$ cat src/rtl/twowire_dac_rx.sv
module twowire_dac_rx #(
  parameter logic [3:0] ADDR_HI   = 4'b0100,
  parameter logic [6:0] SYNC_ADDR = 7'b1111110,
  parameter int         CODE_W    = 10
) (
  input  logic              clk,
  input  logic              rst_n,
  input  logic              scl_in,
  input  logic              sda_in,
  input  logic [2:0]        strap,
  output logic              sda_oe,
  output logic              cmd_valid,
  output logic [7:0]        cmd_byte,
  output logic              data_valid,
  output logic [CODE_W-1:0] data_code,
  output logic              stop_seen,
  output logic              sync_ack,
  output logic              sync_flag
);
  localparam int HI_W = CODE_W - 8;

  typedef enum logic [2:0] {ST_IDLE, ST_BITS, ST_PREACK, ST_ACK, ST_HOLD} st_t;
  typedef enum logic [2:0] {SL_ADDR, SL_CMD, SL_LO, SL_HI, SL_SYNC} slot_t;

  logic [1:0] scl_sy, sda_sy;
  logic [2:0] scl_win, sda_win;
  logic       scl_f, sda_f, scl_q, sda_q;

  function automatic logic maj3(input logic [2:0] v);
    return (v[0] & v[1]) | (v[1] & v[2]) | (v[0] & v[2]);
  endfunction

  always_ff @(posedge clk or negedge rst_n) begin
    if (!rst_n) begin
      scl_sy  <= '1;
      sda_sy  <= '1;
      scl_win <= '1;
      sda_win <= '1;
      scl_f   <= 1'b1;
      sda_f   <= 1'b1;
      scl_q   <= 1'b1;
      sda_q   <= 1'b1;
    end else begin
      scl_sy  <= {scl_sy[0], scl_in};
      sda_sy  <= {sda_sy[0], sda_in};
      scl_win <= {scl_win[1:0], scl_sy[1]};
      sda_win <= {sda_win[1:0], sda_sy[1]};
      scl_f   <= maj3(scl_win);
      sda_f   <= maj3(sda_win);
      scl_q   <= scl_f;
      sda_q   <= sda_f;
    end
  end

  wire scl_rise = scl_f & ~scl_q;
  wire scl_fall = ~scl_f & scl_q;
  wire start_ev = scl_f & scl_q & sda_q & ~sda_f;
  wire stop_ev  = scl_f & scl_q & ~sda_q & sda_f;

  st_t        st;
  slot_t      slot;
  logic [2:0] bit_cnt;
  logic [7:0] shreg, lo_reg;
  logic       flag_reg;

  wire [7:0] rx_byte  = {shreg[6:0], sda_f};
  wire [6:0] own_addr = {ADDR_HI, strap};

  always_ff @(posedge clk or negedge rst_n) begin
    if (!rst_n) begin
      st         <= ST_IDLE;
      slot       <= SL_ADDR;
      bit_cnt    <= '0;
      shreg      <= '0;
      lo_reg     <= '0;
      flag_reg   <= 1'b0;
      sda_oe     <= 1'b0;
      cmd_valid  <= 1'b0;
      cmd_byte   <= '0;
      data_valid <= 1'b0;
      data_code  <= '0;
      stop_seen  <= 1'b0;
      sync_ack   <= 1'b0;
      sync_flag  <= 1'b0;
    end else begin
      cmd_valid  <= 1'b0;
      data_valid <= 1'b0;
      stop_seen  <= 1'b0;
      sync_ack   <= 1'b0;
      if (stop_ev) begin
        st        <= ST_IDLE;
        sda_oe    <= 1'b0;
        stop_seen <= 1'b1;
      end else if (start_ev) begin
        st      <= ST_BITS;
        slot    <= SL_ADDR;
        bit_cnt <= '0;
        sda_oe  <= 1'b0;
      end else begin
        case (st)
          ST_BITS: if (scl_rise) begin
            shreg   <= rx_byte;
            bit_cnt <= bit_cnt + 3'd1;
            if (bit_cnt == 3'd7) begin
              if (slot != SL_ADDR) begin
                st <= ST_PREACK;
              end else if (rx_byte[7:1] == own_addr && !rx_byte[0]) begin
                st <= ST_PREACK;
              end else if (rx_byte[7:1] == SYNC_ADDR) begin
                flag_reg <= rx_byte[0];
                slot     <= SL_SYNC;
                st       <= ST_PREACK;
              end else begin
                st <= ST_HOLD;
              end
            end
          end
          ST_PREACK: if (scl_fall) begin
            sda_oe <= 1'b1;
            st     <= ST_ACK;
          end
          ST_ACK: begin
            if (scl_rise) begin
              case (slot)
                SL_CMD: begin
                  cmd_valid <= 1'b1;
                  cmd_byte  <= shreg;
                end
                SL_LO: lo_reg <= shreg;
                SL_HI: begin
                  data_valid <= 1'b1;
                  data_code  <= {shreg[HI_W-1:0], lo_reg};
                end
                SL_SYNC: begin
                  sync_ack  <= 1'b1;
                  sync_flag <= flag_reg;
                end
                default: ;
              endcase
            end else if (scl_fall) begin
              sda_oe  <= 1'b0;
              bit_cnt <= '0;
              case (slot)
                SL_ADDR: begin slot <= SL_CMD; st <= ST_BITS; end
                SL_CMD:  begin slot <= SL_LO;  st <= ST_BITS; end
                SL_LO:   begin slot <= SL_HI;  st <= ST_BITS; end
                default: st <= ST_HOLD;
              endcase
            end
          end
          default: ;
        endcase
      end
    end
  end


  oe_moves_scl_low_chk: assert property (@(posedge clk) disable iff (!rst_n)
    (sda_oe != $past(sda_oe)) |-> !$past(scl_f));

  data_under_ack_chk: assert property (@(posedge clk) disable iff (!rst_n)
    data_valid |-> sda_oe);

  sync_under_ack_chk: assert property (@(posedge clk) disable iff (!rst_n)
    sync_ack |-> sda_oe);

  stop_releases_chk: assert property (@(posedge clk) disable iff (!rst_n)
    stop_seen |-> !sda_oe);

  strobes_exclusive_chk: assert property (@(posedge clk) disable iff (!rst_n)
    $countones({cmd_valid, data_valid, sync_ack, stop_seen}) <= 1);

  cmd_single_chk: assert property (@(posedge clk) disable iff (!rst_n)
    cmd_valid |=> !cmd_valid);

  data_single_chk: assert property (@(posedge clk) disable iff (!rst_n)
    data_valid |=> !data_valid);
endmodule

$ cat config.mk
export PLATFORM = sky130hd
export DESIGN_NAME = twowire_dac_rx
export DESIGN_NICKNAME = d
export VERILOG_FILES = /design/src/rtl/twowire_dac_rx.sv
export SDC_FILE = /design/constraint.sdc
export NUM_CORES = 1
export LEC_CHECK = 0
export ABC_AREA = 0
export BUFFER_PORTS_ARGS = -buffer_cell sky130_fd_sc_hd__buf_2
export CELL_PAD_IN_SITES_DETAIL_PLACEMENT = 0
export CELL_PAD_IN_SITES_GLOBAL_PLACEMENT = 1
export CORE_MARGIN = 3
export CORE_UTILIZATION = 46
export CTS_BUF_LIST = sky130_fd_sc_hd__clkbuf_8 sky130_fd_sc_hd__clkbuf_16
export CTS_CLUSTER_SIZE = 10
export DETAILED_ROUTE_END_ITERATION = 6
export GPL_ROUTABILITY_DRIVEN = 1
export GPL_TIMING_DRIVEN = 0
export PLACE_DENSITY = 0.78
export SLEW_MARGIN = 5
export SYNTH_ARGS = -nofsm -noshare
export SYNTH_HDL_FRONTEND = slang
export SYNTH_SLANG_ARGS = --single-unit
$ cat constraint.sdc
create_clock -name clk -period 2.4 [get_ports clk]
set_clock_uncertainty 0.1 [all_clocks]
set_input_delay 0.24 -clock clk [delete_from_list [all_inputs] [get_ports clk]]
set_output_delay 0.24 -clock clk [all_outputs]
set_load 0.03 [all_outputs]
==> qor_table.md, run 1 <==
| Item | This run | Unit |
|---|---|---|
| Run status | completed | - |
| Fraction of final layout cells sized beyond drive strength 1 | 29.3 | % |
| Max-capacitance violation count | 0 | - |
| Setup repair after global routing missed its margin | no | - |
| Hold Crit Endpoint | scl_win[0] | - |
| Type of the worst setup path | reg2reg | - |
| Flip-flop count of the largest register, all copies and words added | 10 | - |
| Area growth from synthesis to layout | 17.1 | % |
| Via density per instance | 5.16 | - |
| Share of the synthesized area in the top cell type | 47.8 | % |
| Class of the tightest hold or removal check | reg2reg | - |
| Register area share after synthesis | 61.9 | % |
| Placed inst area | 2860 | sq um |
| Post-synthesis cell count | 200 | - |
| Hold Path Origin | scl_sy[1] | - |
| Port bufs | 30 | - |
| Maximum count of clock buffers along a single path | 2 | - |
| Total Routing Usage GR | 16.7 | % |
| Syn avg cell area | 13.1 | sq um |
| Adder-cell area share of the yosys netlist | 1.72 | % |
| Ports | 31 | - |
| Maximum vdd ir drop | 0.452 | mV |
| EDFF count, synth | 0 | - |
| Worst r2r dst | slot[1] | - |
| Kind of cell adding the most delay to the critical path | compound AO/OA/AOI/OAI gates | - |
| Cell taking the most area after synthesis | sky130_fd_sc_hd__dfrtp_1 | - |
| Share of async-settable or async-resettable flops after synthesis | 100 | % |
| Ranking of synthesized cells by area | sky130_fd_sc_hd__dfrtp_1 48%, sky130_fd_sc_hd__dfstp_2 14%, sky130_fd_sc_hd__mux2_1 10% | - |
| Cell at the root of the clock tree | sky130_fd_sc_hd__clkbuf_8 | - |
| Number of detailed-routing iterations run before antenna repair | 5 | - |
| Buffers plus inverters on the worst setup path | 0 | - |
| Die width | 81.4 | microns |
| Via total after detailed routing | 1645 | - |
| Gp weighted congestion | 0.848 | - |
| Starting utilization of the core area | 49.3 | % |
| Cell-by-cell trace of the critical path | nor2b_1, a22o_1, a21oi_2, a41o_1, mux2_4 | - |
| Vias in the first global route | 1716 | - |
| Setup violations, final | 0 | - |
| CTS tree | done | - |
| Largest incremental delay on the critical path | 0.61 | ns |
| Clock latency reported for the late side of the worst-skew pair | 0.33 | ns |
| Critical path data arrival time | 2.06 | ns |
| Post-Layout Inst Area | 3060 | sq um |
| Power Density | 688 | nW/um^2 |
| Total gr overflow | 0 | - |
| Library cell contributing the largest single delay on the critical path | sky130_fd_sc_hd__dfstp_2 | - |
| Cell Count, Final, Fillers Out | 319 | - |
| Element type at the critical path end | register | - |
| Most common cell after layout, fill and taps aside | sky130_fd_sc_hd__dfrtp_1 | - |
| Die Height | 81.4 | microns |
| Reg-to-reg startpoint | sda_f | - |
| Fraction of the mapped netlist area in compound gates | 5.98 | % |
| Syn nets | 209 | - |
| Lkg Pwr | 1.60 | nW |
| Final Hold Violating Endpoints | 0 | - |
| Wire length of the first global-routing pass | 8.23 | mm |
| Antenna diode instance count | 0 | - |
| Pin count of the biggest net entering global routing | 65 | - |
| Most common flop cell mapped by yosys | sky130_fd_sc_hd__dfrtp_1 | - |
| Core occupancy in the finished layout | 57.8 | % |
| Share of synthesized area spent on multiplexers | 13.6 | % |
| Transition time of the tightest slew-check pin | 0.779 | ns |
| Number of synthesized register bits | 64 | - |
| Final-layout setup total negative slack | 0 | ns |
| Filler cells | 444 | - |
| Worst Setup Start Kind | register | - |
| Critical path required time | 2.52 | ns |
| First DRT Iteration DRCs | 93 | - |
| Total Nets Final | 253 | - |
| Highest attainable clock frequency | 0.514 | GHz |
| Cell depth of the worst min-delay path | 0 | - |
| Post-route ant nets | 0 | - |
| Share of synthesized cell area in and, or, nand and nor gates | 13.4 | % |
| Area enclosed by the die boundary | 6630 | sq um |
| Critical path peak fanout | 7 | - |
| Largest family of logic cells by synthesized area | multiplexers | - |
| Cells after DPL | 300 | - |
| Multi-input gate area in the final layout | 952 | sq um |
| Placement Setup Slack | 0.455 | ns |
| Register Area | 1620 | sq um |
| Post-detailed-routing wire length | 4.62 | mm |
| Netlist Area Pre-Place | 2620 | sq um |
| Detail-routed net length per standard cell | 14.5 | microns |
| Final total power | 2.11 | mW |
| Setup slack of the most critical reg-to-reg path | 0.45 | ns |
| Distinct cells, synth | 46 | - |
| Number of clock buffers inserted by TritonCTS | 9 | - |
| Setup WS post-layout | 0.455 | ns |
| Minimum clock period after layout | 1.95 | ns |
| Detailed-placement wirelength estimate | 3.04 | mm |
| CORE AREA | 5300 | sq um |
| Yosys warning total | 0 | - |
| Number of slew-limit violations in the final report | 0 | - |
| Most flops, register | data_code | - |
| Antenna violations before repair | 0 | - |
| Area share of xor/xnor cells in the synthesized design | 1.67 | % |
| # rows | 26 | - |
| Worst slew slack as a fraction of its limit | 48.0 | % |
| Top library cells by usage in the layout, fill and taps aside | 50 x sky130_fd_sc_hd__dfrtp_1, 31 x sky130_fd_sc_hd__nand2_1, 29 x sky130_fd_sc_hd__buf_2 | - |
| Post-route fraction of the period consumed by the critical path | 81.0 | % |
| CTS H-Tree Depth | 3 | - |
| DRC errors left | 0 | - |
| CTS sink count | 64 | - |
| Worst Hold Margin | 0.256 | ns |
| Post_cts resized | 0 | - |
| Clock transition at path regs | 0.07 | ns |
| Number of cells on the worst reg-to-reg path | 5 | - |
## cell type report
cell class / instances / share of cell area [%]
plain buffers: 4 / 0.735
clock buffers: 11 / 4.94
clock inverters: 5 / 0.817
inverters: 6 / 0.735
multi-input cells: 126 / 31.1
flip-flops and latches: 64 / 52.9
well taps: 70 / 2.86
repair buffers: 33 / 5.96
## what timing repair did
item	in CTS	in global routing
buffers inserted	0	0
hold buffers	3	0
endpoints found under the setup margin	0	0
hold endpoints to repair	52	0
## per-layer routing
layer  share of wire, %  GRT usage, %  routed length, microns
met3                4.2          4.06                     193
met2                 45          25.0                    2090
met1                 49          22.8                    2280
met4                1.3          7.60                      58
met5                  0             0                       0
## worst max-delay path by stage
stage	from	to	slack, ns	depth (start not counted)
5_1_grt	sda_f	slot[1]	0.31	5
3_3_place_gp	sda_f	slot[1]	0.48	5
3_5_place_dp	sda_f	slot[1]	0.46	5
4_1_cts	sda_f	slot[1]	0.44	5
2_1_floorplan	sda_f	slot[1]	0.65	5
6_report	sda_f	slot[1]	0.45	5
## synthesized netlist by cell type, types with 2 or more instances
cell type	count
sky130_fd_sc_hd__dfrtp_1	50
sky130_fd_sc_hd__nand2_1	31
sky130_fd_sc_hd__mux2_1	24
sky130_fd_sc_hd__dfstp_2	14
sky130_fd_sc_hd__inv_1	6
sky130_fd_sc_hd__nor2_1	5
sky130_fd_sc_hd__nor3_1	5
sky130_fd_sc_hd__xnor2_1	5
sky130_fd_sc_hd__mux2_2	4
sky130_fd_sc_hd__nor2b_1	4
sky130_fd_sc_hd__o21ai_0	4
sky130_fd_sc_hd__a22o_1	3
sky130_fd_sc_hd__clkbuf_1	3
sky130_fd_sc_hd__nand4_1	3
sky130_fd_sc_hd__ha_1	2
sky130_fd_sc_hd__maj3_1	2
sky130_fd_sc_hd__mux2_4	2
sky130_fd_sc_hd__nand2b_1	2
sky130_fd_sc_hd__nand3_1	2
sky130_fd_sc_hd__nor3_4	2
sky130_fd_sc_hd__nor3b_1	2
## cell families (layout without fill, tap and decap cells)
logic type	count (synthesis)	count (layout)
mux	31	31
simple gates	65	65
flops	64	64
compound gates	21	21
xor+xnor	5	5
buf+inv	10	59
fa+ha+maj	4	4
## power by group
group / switching (mW) / internal, mW
registers: 0.0353 / 1.13
logic: 0.0804 / 0.0518
clock network: 0.394 / 0.420
total: 0.510 / 1.60
Power figures use the tool's default switching activity.
==> run 2, diff against run 1 <==
==> constraint.sdc (replaced) <==
create_clock -name clk -period 2 [get_ports clk]
set_clock_uncertainty 0.1 [all_clocks]
set_input_delay 0.2 -clock clk [delete_from_list [all_inputs] [get_ports clk]]
set_output_delay 0.2 -clock clk [all_outputs]
set_load 0.03 [all_outputs]
==> run 2 against run 1 <==
Compared with the run above:
- worst hold slack unchanged
- global-route usage unchanged
- register-to-register slack got worse by 0.36 ns
- die area did not move
- final cell count is the same
- non-clock buffer count unchanged
- clock power grew 20%
- maximum frequency increased by 2.1%
- flip-flop and latch count stayed put
- sequential share of layout area about the same
- via count hardly changed
- critical path type unchanged
- critical endpoint is now lo_reg[7]
- largest cell class unchanged
- largest power group unchanged
==> qor_table.md, run 2 (synthesis results as in run 1) <==
| Item | This run | Unit | Change |
|---|---|---|---|
| Run status | completed | - |  |
| Most common cell after layout, fill and taps aside | sky130_fd_sc_hd__dfrtp_1 | - |  |
| Wire length of the first global-routing pass | 8.23 | mm | unchanged |
| Maximum vdd ir drop | 0.543 | mV | +20% |
| Lkg Pwr | 1.60 | nW | about the same |
| Cells after DPL | 300 | - | unchanged |
| Via total after detailed routing | 1644 | - | -0.061% |
| Core occupancy in the finished layout | 57.8 | % | about the same |
| Cell at the root of the clock tree | sky130_fd_sc_hd__clkbuf_8 | - |  |
| Post-detailed-routing wire length | 4.63 | mm | +0.26% |
| Final Hold Violating Endpoints | 0 | - | unchanged |
| Worst Hold Margin | 0.256 | ns | unchanged |
| Top library cells by usage in the layout, fill and taps aside | 50 x sky130_fd_sc_hd__dfrtp_1, 31 x sky130_fd_sc_hd__nand2_1, 29 x sky130_fd_sc_hd__buf_2 | - |  |
| Number of clock buffers inserted by TritonCTS | 9 | - | unchanged |
| Class of the tightest hold or removal check | reg2reg | - |  |
| Total Nets Final | 253 | - | unchanged |
| Die Height | 81.4 | microns | unchanged |
| Vias in the first global route | 1716 | - | unchanged |
| Gp weighted congestion | 0.848 | - | unchanged |
| Total gr overflow | 0 | - | unchanged |
| Number of slew-limit violations in the final report | 0 | - | unchanged |
| Register Area | 1620 | sq um | unchanged |
| Element type at the critical path end | register | - |  |
| Critical path peak fanout | 10 | - | +3 |
| Number of cells on the worst reg-to-reg path | 4 | - | -1 |
| Transition time of the tightest slew-check pin | 0.779 | ns | -0.0000718 ns |
| Die width | 81.4 | microns | unchanged |
| Setup Fix Bufs, Post-CTS | 0 | - | unchanged |
| Worst slew slack as a fraction of its limit | 48.0 | % | about the same |
| Setup violations, final | 0 | - | unchanged |
| Worst Setup Start Kind | register | - |  |
| Hold Path Origin | scl_sy[1] | - |  |
| Critical path data arrival time | 2.02 | ns | -0.04 ns |
| Max-capacitance violation count | 0 | - | unchanged |
| Maximum count of clock buffers along a single path | 2 | - | unchanged |
| Cell depth of the worst min-delay path | 0 | - | unchanged |
| Starting utilization of the core area | 49.3 | % | unchanged |
| Antenna diode instance count | 0 | - | unchanged |
| DRC errors left | 0 | - | unchanged |
| First DRT Iteration DRCs | 98 | - | +5.4% |
| Type of the worst setup path | reg2reg | - |  |
| Post-route ant nets | 0 | - | unchanged |
| Most flops, register | data_code | - |  |
| Detail-routed net length per standard cell | 14.5 | microns | +0.26% |
| Area enclosed by the die boundary | 6630 | sq um | unchanged |
| Number of detailed-routing iterations run before antenna repair | 4 | - | -1 |
| Port bufs | 30 | - | unchanged |
| Clock transition at path regs | 0.07 | ns | about the same |
| Power Density | 826 | nW/um^2 | +20% |
| Minimum clock period after layout | 1.91 | ns | -0.0396 ns |
| Detailed-placement wirelength estimate | 3.04 | mm | unchanged |
| CORE AREA | 5300 | sq um | unchanged |
| Setup repair after global routing missed its margin | yes | - |  |
| Ports | 31 | - | unchanged |
| Reg-to-reg startpoint | scl_f | - |  |
| Area growth from synthesis to layout | 17.1 | % | about the same |
| Flip-flop count of the largest register, all copies and words added | 10 | - | unchanged |
| CTS sink count | 64 | - | unchanged |
| Clock latency reported for the late side of the worst-skew pair | 0.33 | ns | about the same |
| # rows | 26 | - | unchanged |
| Antenna violations before repair | 0 | - | unchanged |
| Cell Count, Final, Fillers Out | 319 | - | unchanged |
| Launching instance or port of the critical path | scl_f | - |  |
| Highest attainable clock frequency | 0.525 | GHz | +2.1% |
| Post-route fraction of the period consumed by the critical path | 95.3 | % | +14 points |
| Multi-input gate area in the final layout | 953 | sq um | +0.13% |
| CTS H-Tree Depth | 3 | - | unchanged |
| Critical path required time | 2.11 | ns | -0.41 ns |
| Filler cells | 444 | - | unchanged |
| CTS tree | done | - |  |
| Total Routing Usage GR | 16.7 | % | unchanged |
| Fraction of final layout cells sized beyond drive strength 1 | 29.7 | % | +0.40 points |
| Pin count of the biggest net entering global routing | 65 | - | unchanged |
| Via density per instance | 5.15 | - | about the same |
[run 2: critical path: stages (launching register included)]
cell and delay (ns):
sky130_fd_sc_hd__dfstp_2 0.63, sky130_fd_sc_hd__nand2b_2 0.14, sky130_fd_sc_hd__nor3_4 0.27, sky130_fd_sc_hd__nand3_2 0.26, sky130_fd_sc_hd__mux2_1 0.39
[run 2: metrics by stage]
stage | setup WS, ns | power (mW) | setup TNS, ns | cell area [sq um]
after floorplan | 0.249 | 1.51 | 0 | 2620
after global placement | 0.0770 | 1.57 | 0 | 2850
after detailed placement | 0.0550 | 1.57 | 0 | 2860
after CTS | 0.0411 | 2.56 | 0 | 3060
after global routing | -0.0673 | 2.66 | -0.496 | 3060
final | 0.0944 | 2.53 | 0 | 3060
[run 2: layout make-up]
class	instances	share of cell area, %
Buffer	4	0.735
Clock buffer	11	4.94
Clock inverter	5	0.817
Inverter	6	0.735
Multi-Input combinational cell	126	31.1
Sequential cell	64	52.8
Tap cell	70	2.86
Timing Repair Buffer	33	5.96
[run 2: metal layers]
| metal | global-route usage, % | vias to the layer above | part of all wire [%] |
|---|---|---|---|
| met5 | 0 | - | 0 |
| met4 | 7.60 | 0 | 0.99 |
| met2 | 25.0 | 36 | 45 |
| met3 | 4.06 | 4 | 3.7 |
| met1 | 22.8 | 819 | 50 |
| li1 | - | 785 | - |
[run 2: final timing paths]
check                        endpoint  slack (ns)
setup / recovery            lo_reg[7]        0.09
hold / removal             scl_win[0]        0.26
setup reg to reg            lo_reg[7]        0.09
hold reg to reg            scl_win[0]        0.26
max in group asynchronous    shreg[4]        0.89
min in group asynchronous     slot[1]        0.38
[run 2: repair_timing]
| item | in CTS | in global routing |
|---|---|---|
| endpoints found under the setup margin | 0 | 10 |
| hold endpoints to repair | 52 | 0 |
| hold buffers | 3 | 0 |
| gates resized for setup | 0 | 1 |
[run 2: power by group]
group          switching [mW]  total [mW]  internal, mW  leakage (nW)
Sequential             0.0424        1.39          1.35         0.840
Combinational          0.0965       0.159        0.0625         0.659
Clock                   0.474       0.978         0.504        0.0977
Total                   0.613        2.53          1.92          1.60
